[config.mk]
export PLATFORM = sky130hd
export DESIGN_NAME = dual_result_serializer
export DESIGN_NICKNAME = d
export VERILOG_FILES = /design/src/rtl/ser_out_pkg.sv /design/src/rtl/sclk_master_gen.sv /design/src/rtl/sclk_slave_sync.sv /design/src/rtl/frame_shifter.sv /design/src/rtl/dual_result_serializer.sv
export SDC_FILE = /design/constraint.sdc
export NUM_CORES = 1
export LEC_CHECK = 0
export ABC_AREA = 1
export BUFFER_PORTS_ARGS = -buffer_cell sky130_fd_sc_hd__buf_2
export CORE_MARGIN = 3
export CORE_UTILIZATION = 55
export DETAILED_ROUTE_END_ITERATION = 6
export GPL_TIMING_DRIVEN = 0
export PLACE_DENSITY_LB_ADDON = 0.25
export SKIP_LAST_GASP = 1
export SLEW_MARGIN = 5
export SYNTH_ARGS = -nofsm -noshare
export SYNTH_HDL_FRONTEND = slang
export SYNTH_HIERARCHICAL = 1
export SYNTH_SLANG_ARGS = --single-unit
[constraint.sdc]
create_clock -name clk -period 4.4 [get_ports clk]
set_input_delay 0.44 -clock clk [delete_from_list [all_inputs] [get_ports clk]]
set_output_delay 0.44 -clock clk [all_outputs]
set_load 0.005 [all_outputs]
[src/rtl/ser_out_pkg.sv]
package ser_out_pkg;

  typedef enum logic {
    SRC_INTERNAL = 1'b0,
    SRC_EXTERNAL = 1'b1
  } clk_src_e;

  // level on a pin whose asserted sense is selectable
  function automatic logic pin_level(input logic asserted, input logic invert);
    return asserted ^ invert;
  endfunction

  // one-cycle detection of a low-to-high change
  function automatic logic rise_of(input logic now_lvl, input logic prev_lvl);
    return now_lvl & ~prev_lvl;
  endfunction

endpackage

[src/rtl/sclk_master_gen.sv]
module sclk_master_gen #(
  parameter int DIV = 4
) (
  input  logic clk,
  input  logic rst_n,
  input  logic run,
  input  logic restart,
  output logic bit_tick,
  output logic phase_hi
);

  localparam int CW = (DIV > 2) ? $clog2(DIV) : 1;
  localparam logic [CW-1:0] LAST = CW'(DIV - 1);
  localparam logic [CW-1:0] HALF = CW'(DIV / 2);

  logic [CW-1:0] cnt_q;

  always_ff @(posedge clk or negedge rst_n) begin
    if (!rst_n) begin
      cnt_q <= '0;
    end else if (restart || !run) begin
      cnt_q <= '0;
    end else if (cnt_q == LAST) begin
      cnt_q <= '0;
    end else begin
      cnt_q <= cnt_q + 1'b1;
    end
  end

  assign bit_tick = run && (cnt_q == LAST);
  assign phase_hi = (cnt_q < HALF);

endmodule

[src/rtl/sclk_slave_sync.sv]
module sclk_slave_sync #(
  parameter int STAGES = 2
) (
  input  logic clk,
  input  logic rst_n,
  input  logic sclk_in,
  input  logic invert,
  output logic upd_tick
);
  import ser_out_pkg::*;

  logic [STAGES:0] pipe_q;

  genvar gi;
  generate
    for (gi = 0; gi <= STAGES; gi++) begin : g_stage
      if (gi == 0) begin : g_first
        always_ff @(posedge clk or negedge rst_n) begin
          if (!rst_n) pipe_q[gi] <= 1'b0;
          else        pipe_q[gi] <= sclk_in;
        end
      end else begin : g_next
        always_ff @(posedge clk or negedge rst_n) begin
          if (!rst_n) pipe_q[gi] <= 1'b0;
          else        pipe_q[gi] <= pipe_q[gi-1];
        end
      end
    end
  endgenerate

  assign upd_tick = rise_of(pin_level(pipe_q[STAGES-1], invert),
                            pin_level(pipe_q[STAGES], invert));

endmodule

[src/rtl/frame_shifter.sv]
module frame_shifter #(
  parameter int W = 32
) (
  input  logic                       clk,
  input  logic                       rst_n,
  input  logic                       load,
  input  logic [W-1:0]               load_data,
  input  logic                       shift,
  input  logic                       chain_bit,
  output logic                       msb,
  output logic [$clog2(W+1)-1:0]     bit_cnt
);

  localparam int CW = $clog2(W + 1);
  localparam logic [CW-1:0] FULL = CW'(W);

  logic [W-1:0] sreg_q;
  logic [CW-1:0] cnt_q;

  always_ff @(posedge clk or negedge rst_n) begin
    if (!rst_n) begin
      sreg_q <= '0;
      cnt_q  <= '0;
    end else if (load) begin
      sreg_q <= load_data;
      cnt_q  <= '0;
    end else if (shift) begin
      sreg_q <= {sreg_q[W-2:0], chain_bit};
      if (cnt_q != FULL) cnt_q <= cnt_q + 1'b1;
    end
  end

  assign msb     = sreg_q[W-1];
  assign bit_cnt = cnt_q;

endmodule

[src/rtl/dual_result_serializer.sv]
module dual_result_serializer #(
  parameter int RES_W       = 16,
  parameter int DIV         = 4,
  parameter int SYNC_STAGES = 2
) (
  input  logic             clk,
  input  logic             rst_n,
  input  logic [RES_W-1:0] res_a,
  input  logic [RES_W-1:0] res_b,
  input  logic             conv_done,
  input  logic             order_b_first,
  input  logic             sync_inv,
  input  logic             sclk_inv,
  input  logic             ext_clk_mode,
  input  logic             overlap_read,
  input  logic             chain_in,
  input  logic             read_req,
  input  logic             sclk_in,
  output logic             sdout,
  output logic             sclk_out,
  output logic             sync_out,
  output logic             read_done
);
  import ser_out_pkg::*;

  localparam int FRAME_W = 2 * RES_W;
  localparam int CW      = $clog2(FRAME_W + 1);
  localparam logic [CW-1:0] LAST_BIT = CW'(FRAME_W - 1);
  localparam logic [CW-1:0] GAP_BIT  = CW'(RES_W);

  function automatic logic [FRAME_W-1:0] order_pair(
    input logic [RES_W-1:0] a,
    input logic [RES_W-1:0] b,
    input logic             b_first
  );
    return b_first ? {b, a} : {a, b};
  endfunction

  clk_src_e src;
  assign src = clk_src_e'(ext_clk_mode);

  // held pair, always stored as {a, b}
  logic [FRAME_W-1:0] hold_q;
  logic [FRAME_W-1:0] src_pair;
  logic               pending_q;
  logic               frame_active;
  logic               done_q;

  // named internal events
  logic start_master, start_slave, load_w;
  logic bit_tick, phase_hi, upd_tick, shift_en, last_shift;
  logic msb;
  logic [CW-1:0] bit_cnt;

  assign src_pair = conv_done ? {res_a, res_b} : hold_q;

  assign start_master = (src == SRC_INTERNAL) && !frame_active &&
                        ((overlap_read && read_req) ||
                         (!overlap_read && conv_done && (pending_q || read_req)));
  assign start_slave  = (src == SRC_EXTERNAL) && read_req;
  assign load_w       = start_master || start_slave;

  assign shift_en   = frame_active && ((src == SRC_EXTERNAL) ? upd_tick : bit_tick);
  assign last_shift = shift_en && (bit_cnt == LAST_BIT);

  always_ff @(posedge clk or negedge rst_n) begin
    if (!rst_n) begin
      hold_q <= '0;
    end else if (conv_done) begin
      hold_q <= {res_a, res_b};
    end
  end

  always_ff @(posedge clk or negedge rst_n) begin
    if (!rst_n) begin
      pending_q <= 1'b0;
    end else if (load_w || overlap_read || (src == SRC_EXTERNAL)) begin
      pending_q <= 1'b0;
    end else if (read_req && !frame_active) begin
      pending_q <= 1'b1;
    end
  end

  always_ff @(posedge clk or negedge rst_n) begin
    if (!rst_n) begin
      frame_active <= 1'b0;
      done_q       <= 1'b0;
    end else begin
      done_q <= last_shift && !load_w;
      if (load_w) begin
        frame_active <= 1'b1;
      end else if (last_shift && (src == SRC_INTERNAL)) begin
        frame_active <= 1'b0;
      end
    end
  end

  sclk_master_gen #(.DIV(DIV)) u_mgen (
    .clk      (clk),
    .rst_n    (rst_n),
    .run      (frame_active && (src == SRC_INTERNAL)),
    .restart  (load_w),
    .bit_tick (bit_tick),
    .phase_hi (phase_hi)
  );

  sclk_slave_sync #(.STAGES(SYNC_STAGES)) u_ssync (
    .clk      (clk),
    .rst_n    (rst_n),
    .sclk_in  (sclk_in),
    .invert   (sclk_inv),
    .upd_tick (upd_tick)
  );

  frame_shifter #(.W(FRAME_W)) u_shift (
    .clk       (clk),
    .rst_n     (rst_n),
    .load      (load_w),
    .load_data (order_pair(src_pair[FRAME_W-1:RES_W], src_pair[RES_W-1:0], order_b_first)),
    .shift     (shift_en),
    .chain_bit (chain_in),
    .msb       (msb),
    .bit_cnt   (bit_cnt)
  );

  logic master_on;
  assign master_on = frame_active && (src == SRC_INTERNAL);

  assign sdout     = frame_active ? msb : 1'b0;
  assign sclk_out  = pin_level(master_on && phase_hi, sclk_inv);
  assign sync_out  = pin_level(master_on && (bit_cnt != GAP_BIT), sync_inv);
  assign read_done = done_q;

endmodule

---- Word level (Yosys, flattened, before mapping) ----
Index checks and enable logic that the tools add are counted.
word-level totals
  flip-flop bits (word level) ............. 78
  input port bits ......................... 43
  output and inout port bits .............. 4
  logic and storage cells ................. 69
cells by class
  add/sub/neg operators ................... 2
  magnitude comparators ................... 1
  eq/ne operators ......................... 4
  multiplexer cells ....................... 15
  bitwise gates (word level) .............. 7
  reductions and logical operators ........ 30
operator list
  operator               count
  $mux W32               4
  $mux W6                3
  $logic_and A1 B1 Y1    15
  $reduce_bool A2 Y1     4
  $add A6 B1 Y6 const B  1
  $eq A6 B5 Y1 const B   1
  $logic_or A1 B1 Y1     6
  $mux W1                6
  $ne A6 B5 Y1 const B   1
  $ne A6 B6 Y1 const B   1
  $logic_not A1 Y1       4
  $mux W2                2
  $xor A1 B1 Y1          4
  $add A2 B1 Y2 const B  1
  $eq A2 B2 Y1 const B   1
  $lt A2 B2 Y1 const B   1
  $not A1 Y1             2
  $reduce_and A2 Y1      1
  $and A1 B1 Y1          1

---- Logic depth before layout (Yosys ltp) ----
  depth in word-level cells ............... 9
  depth in mapped cells ................... 15
  depth with buffers taken out ............ 15

---- Cells and area by module ----
Netlist, hierarchy kept.
by module, submodules not included
  module                  times used  cells an instance  area each (sq um)
  dual_result_serializer  1           275                1974.4
  frame_shifter           1           194                1824.2
  sclk_slave_sync         1           12                 108.9
  sclk_master_gen         1           14                 103.8

---- Least setup slack after synthesis ----
No wires, ideal clock.
  path kind ............................... input to register
  start point ............................. input port conv_done
  end point ............................... register u_shift.cnt_q[5], in the netlist u_shift/bit_cnt[5]
  setup time .............................. 116 ps
  arrival ................................. 1518 ps
  data required time ...................... 4284 ps
  slack ................................... 2765 ps
  cell stages on the path ................. 13
  path through ............................ buf_6 > inv_8 > buf_6 > nand2_1 > nand3b_1 > inv_1 > buf_6 > nor2_4 > nand3_2 > nand2_1 > inv_1 > nand2_1 > nand2_1
on the way
  cells in the longest elaborated chain, start to end .. 7
ends and longest elaborated chain
  what                                 line                          text
  start: declaration                   dual_result_serializer.sv:10  input logic conv_done,
  $logic_and A1 B1 Y1 * (2 in series)  dual_result_serializer.sv:59  (!overlap_read && conv_done && (pending_q || read_req)));
  $logic_or A1 B1 Y1 *                 dual_result_serializer.sv:58  ((overlap_read && read_req) ||
  $logic_and A1 B1 Y1 *                dual_result_serializer.sv:57  assign start_master = (src == SRC_INTERNAL) && !frame_active &&
  $logic_or A1 B1 Y1 *                 dual_result_serializer.sv:61  assign load_w = start_master || start_slave;
  named net load_w                     dual_result_serializer.sv:50  logic start_master, start_slave, load_w;
  $reduce_bool A2 Y1 (no line)         --
  $reduce_and A2 Y1 (no line)          --
  end signal: assignment               frame_shifter.sv:29           if (cnt_q != FULL) cnt_q <= cnt_q + 1'b1;
  end: declaration                     frame_shifter.sv:18           logic [CW-1:0] cnt_q;
Mark *: on every way through the listed nets, which the timed path passes. The rest lies on a longest branch.
A chain may end at the register's enable or synchronous reset.

---- Worst setup path in the final report ----
  start point ............................. register frame_active
  end point ............................... register u_shift.sreg_q[29]
on the way
  cells in the longest elaborated chain, start to end .. 5
ends and longest elaborated chain
  what                          line                           text
  start: declaration            dual_result_serializer.sv:46   logic frame_active;
  start signal: assignment      dual_result_serializer.sv:86   frame_active <= 1'b0;
  start signal: assignment      dual_result_serializer.sv:91   frame_active <= 1'b1;
  start signal: assignment      dual_result_serializer.sv:93   frame_active <= 1'b0;
  $logic_and A1 B1 Y1           --
  named net master_on           dual_result_serializer.sv:126  logic master_on;
  $logic_and A1 B1 Y1           sclk_master_gen.sv:30          assign bit_tick = run && (cnt_q == LAST);
  named net bit_tick            dual_result_serializer.sv:51   logic bit_tick, phase_hi, upd_tick, shift_en, last_shift;
  $mux W1                       dual_result_serializer.sv:63   assign shift_en = frame_active && ((src == SRC_EXTERNAL) ? upd_tick : bit_tick);
  $logic_and A1 B1 Y1           dual_result_serializer.sv:63
  named net shift_en            dual_result_serializer.sv:51
  $reduce_bool A2 Y1 (no line)  --
  end signal: assignment        frame_shifter.sv:25            sreg_q <= load_data;
  end signal: assignment        frame_shifter.sv:28            sreg_q <= {sreg_q[W-2:0], chain_bit};
  end: declaration              frame_shifter.sv:17            logic [W-1:0] sreg_q;
The timed path passes the listed nets, and every way through them passes these cells.

==> results.sh <==
export IMPL_drt_pass1_iter_count=6
export IMPL_vias_per_cell=4.940
export IMPL_grt_max_degree=51
export IMPL_swShare_pct=28.92
export IMPL_synthXorXnorAreaFrac_pct=0.4367
export IMPL_crit_arrival_ns=2.12
export IMPL_drive_gt1_share_pct=22.48
export IMPL_setup_violations=0
export IMPL_synth_area_um2=4011
export IMPL_slew_headroom_pct=69.54
export IMPL_yosysSeqAreaShare_pct=48.66
export IMPL_design_core_area_um2=6944
export IMPL_drt_iter0_markers=193
export IMPL_cellLeakagePower_uw=0.002406
export IMPL_ys_warnings_count=6
export IMPL_hp_class="in -> async"
export IMPL_vias=3221
export IMPL_yosysUniqueCellTypes=28
export IMPL_synthAdderAreaFrac_pct=0.9357
export IMPL_syn_to_final_growth_pct=14.04
export IMPL_diodes=0
export IMPL_wirelength_mm=8.329
export IMPL_grt_pass1_vias=3176
export IMPL_crit_type="reg -> reg"
export IMPL_grt_pass1_wl_mm=14.60
export IMPL_die_w_um=91.40
export IMPL_synth_top_family_by_area="simple AND/OR/NAND/NOR gates"
export IMPL_max_freq_ghz=0.5213
export IMPL_row_count=30
export IMPL_drtAntennaViolNets=0
export IMPL_outcome="finished clean"
export IMPL_start_util_pct=57.77
export IMPL_finalHoldViolations=0
export IMPL_dp_hpwl_mm=6.150
export IMPL_syn_nets=541
export IMPL_crit_required_ns=4.60
export IMPL_cts_tree="done"
export IMPL_fp_dieH_um=91.40
export IMPL_synth_ff_latch_count=78
export IMPL_power_frac_seq_pct=49.6
export IMPL_cts_buffers=9
export IMPL_final_core_util_pct=65.87
export IMPL_endpoint_kind="register"
export IMPL_postCtsSetupRepairBufs=0
export IMPL_num_io_pins=47
export IMPL_clkTransAtPathRegs_ns=0.07
export IMPL_grt_util_all_layers_pct=21.56
export IMPL_p_int_uw=1228
export IMPL_syn_area_per_cell_um2=8.104
export IMPL_power_switching_uw=499.5
export IMPL_drc=0
export IMPL_fin_crit_ns=1.918
export IMPL_fin_crit_sh_pct=43.60
export IMPL_startpoint="frame_active$_DFFE_PN0P_"
export IMPL_antenna_found_initial=0
export IMPL_dieArea_um2=8354
export IMPL_maxSlewViolCount=0
export IMPL_tightest_slew_ns=0.4569
export IMPL_routedWlPerCell_um=12.77
export IMPL_clockRootBuffer="clkbuf_8"
export IMPL_ir_drop_uv=217.2
export IMPL_crit_fanout=10
export IMPL_htreeDepth=3
export IMPL_fin_skew_ns=0.008818
export IMPL_critPathLaunchType="register"
export IMPL_p_total_uw=1727
export IMPL_fin_nets=597
export IMPL_yosys_mux_area_fraction_pct=0
export IMPL_cts_buffer_depth=2
export IMPL_syn_inst=495
export IMPL_grt_overflow_total=0
export IMPL_place_congestion=0.8693
export IMPL_p_comb_share_pct=19.8
export IMPL_rsz0062_at_grt="no"
export IMPL_r2r_start="frame_active$_DFFE_PN0P_"
export IMPL_cts_sinks=78
export IMPL_synth_compound_area_share_pct=11.67
export IMPL_clock_latency_ns=0.34
export IMPL_yosys_area_share_simple_pct=25.55
export IMPL_powerDensity_nw_per_um2=377.5
export IMPL_cts_resized=0
export IMPL_io_buffers=44
export IMPL_cap_viol_max_count=0
export IMPL_cts_hold_buf=0
export IMPL_power_share_clock_pct=30.6
export IMPL_setup_tns_final_ns=0
export IMPL_holdWs_ns=0.01757
==> synth_stat cells <==
cell type	number	area, um2
dfrtp_1	78	1952
ha_1	3	37.54
nand2_2	30	187.7
nand2_4	2	22.52
nand2_1	163	611.8
nor2_4	1	11.26
o21ai_1	15	75.07
clkbuf_1	1	3.750
xnor2_1	1	8.760
buf_4	2	15.01
o21ai_0	4	20.02
inv_1	70	262.8
inv_8	2	22.52
o211ai_1	2	15.01
nand3_2	1	10.01
a21oi_1	16	80.08
nor2_1	29	108.9
nand3_1	9	45.04
o21bai_1	2	15.01
buf_1	2	7.510
o221ai_1	30	262.8
xor2_1	1	8.760
nand3b_1	2	15.01
or2_2	1	6.260
inv_2	8	30.03
nor2_2	1	6.260
buf_2	7	35.03
buf_6	12	135.1
==> power by group through the flow <==
stage	clock network, uW	logic (uW)	registers [uW]
2_1_floorplan	0	245	858
3_3_place_gp	0	327	866
3_5_place_dp	0	340	870
4_1_cts	538	343	856
5_1_grt	570	392	867
6_report	529	343	856
==> layout make-up <==
cell class	instances	area, um2
timing repair buffer	45	250.2
clock buffer	13	148.9
multi-input combinational	313	1548
buffer	24	196.4
fill	594	2370
sequential	78	1952
inverter	80	315.3
clock inverter	3	43.79
tap	96	120.1
==> path summary, 6_finish.rpt <==
check,end,slack [ns],cells past startpoint
min,u_ssync/pipe_q[1]$_DFF_PN0_,0.02,1
min in group clk,u_ssync/pipe_q[0]$_DFF_PN0_,0.20,1
min reg2reg,u_ssync/pipe_q[1]$_DFF_PN0_,0.35,0
max in group asynchronous,hold_q[10]$_DFF_PN0_,3.81,2
max reg2reg,u_shift/sreg_q[29]$_DFFE_PN0P_,2.48,10
max,u_shift/sreg_q[29]$_DFFE_PN0P_,2.48,10
==> sequential cells by signal (all words and copies together), names as in the netlist <==
register and cells:
u_mgen/cnt_q 2, read_done 1, u_shift/sreg_q 32, pending_q 1
frame_active 1, u_shift/bit_cnt 6, hold_q 32, u_ssync/pipe_q 3
==> critical path, cell delays in order, from the launching register on <==
cell and delay (ns):
dfrtp_1 0.38, inv_1 0.10, nor2_2 0.26, nand2_1 0.08, inv_1 0.07, nor2_1 0.05
nor2_1 0.28, inv_1 0.14, nand2_4 0.12, buf_4 0.17, o221ai_1 0.12
==> logic make-up (layout without fill, tap and decap cells) <==
group                      count (synthesis)  in the layout
and+or+nand+nor                          239            239
buffers and inverters                    104            165
DFF                                       78             78
AOI/OAI and AO/OA                         69             69
adders and majority gates                  3              3
xor gates and xnor gates                   2              2
==> per-layer routing <==
layer,GRT usage (%),part of all wire [%],vias to the layer above
met1,29.62,47,1483
met5,0,0,-
met2,34.33,48,68
met3,4.557,4.9,7
li1,-,-,1663
met4,6.533,0.82,0
==> cell usage in the layout (no fill, tap or decap) <==
master / count
buf_2: 50
inv_1: 70
nand3b_1: 2
nor2_1: 29
nand3_1: 9
clkbuf_8: 10
buf_6: 12
o21ai_1: 15
clkbuf_1: 4
o21bai_1: 2
nor2_2: 1
ha_1: 3
clkinv_2: 1
xnor2_1: 1
o211ai_1: 2
buf_4: 3
o221ai_1: 30
or2_2: 1
nand2_4: 2
buf_16: 1
clkinv_4: 1
nand2_1: 163
buf_1: 2
a21oi_1: 16
bufinv_16: 1
inv_8: 2
inv_2: 8
dfrtp_1: 78
nand3_2: 1
nor2_4: 1
o21ai_0: 4
nand2_2: 30
xor2_1: 1
==> through the flow <==
stage	setup WS [ns]	instances	area [um2]
2_1_floorplan	2.765	495	4011
3_5_place_dp	2.393	636	4382
3_3_place_gp	2.357	635	4352
4_1_cts	2.475	652	4574
5_1_grt	2.276	652	4574
6_report	2.482	652	4574
Power figures use the tool's default switching activity.
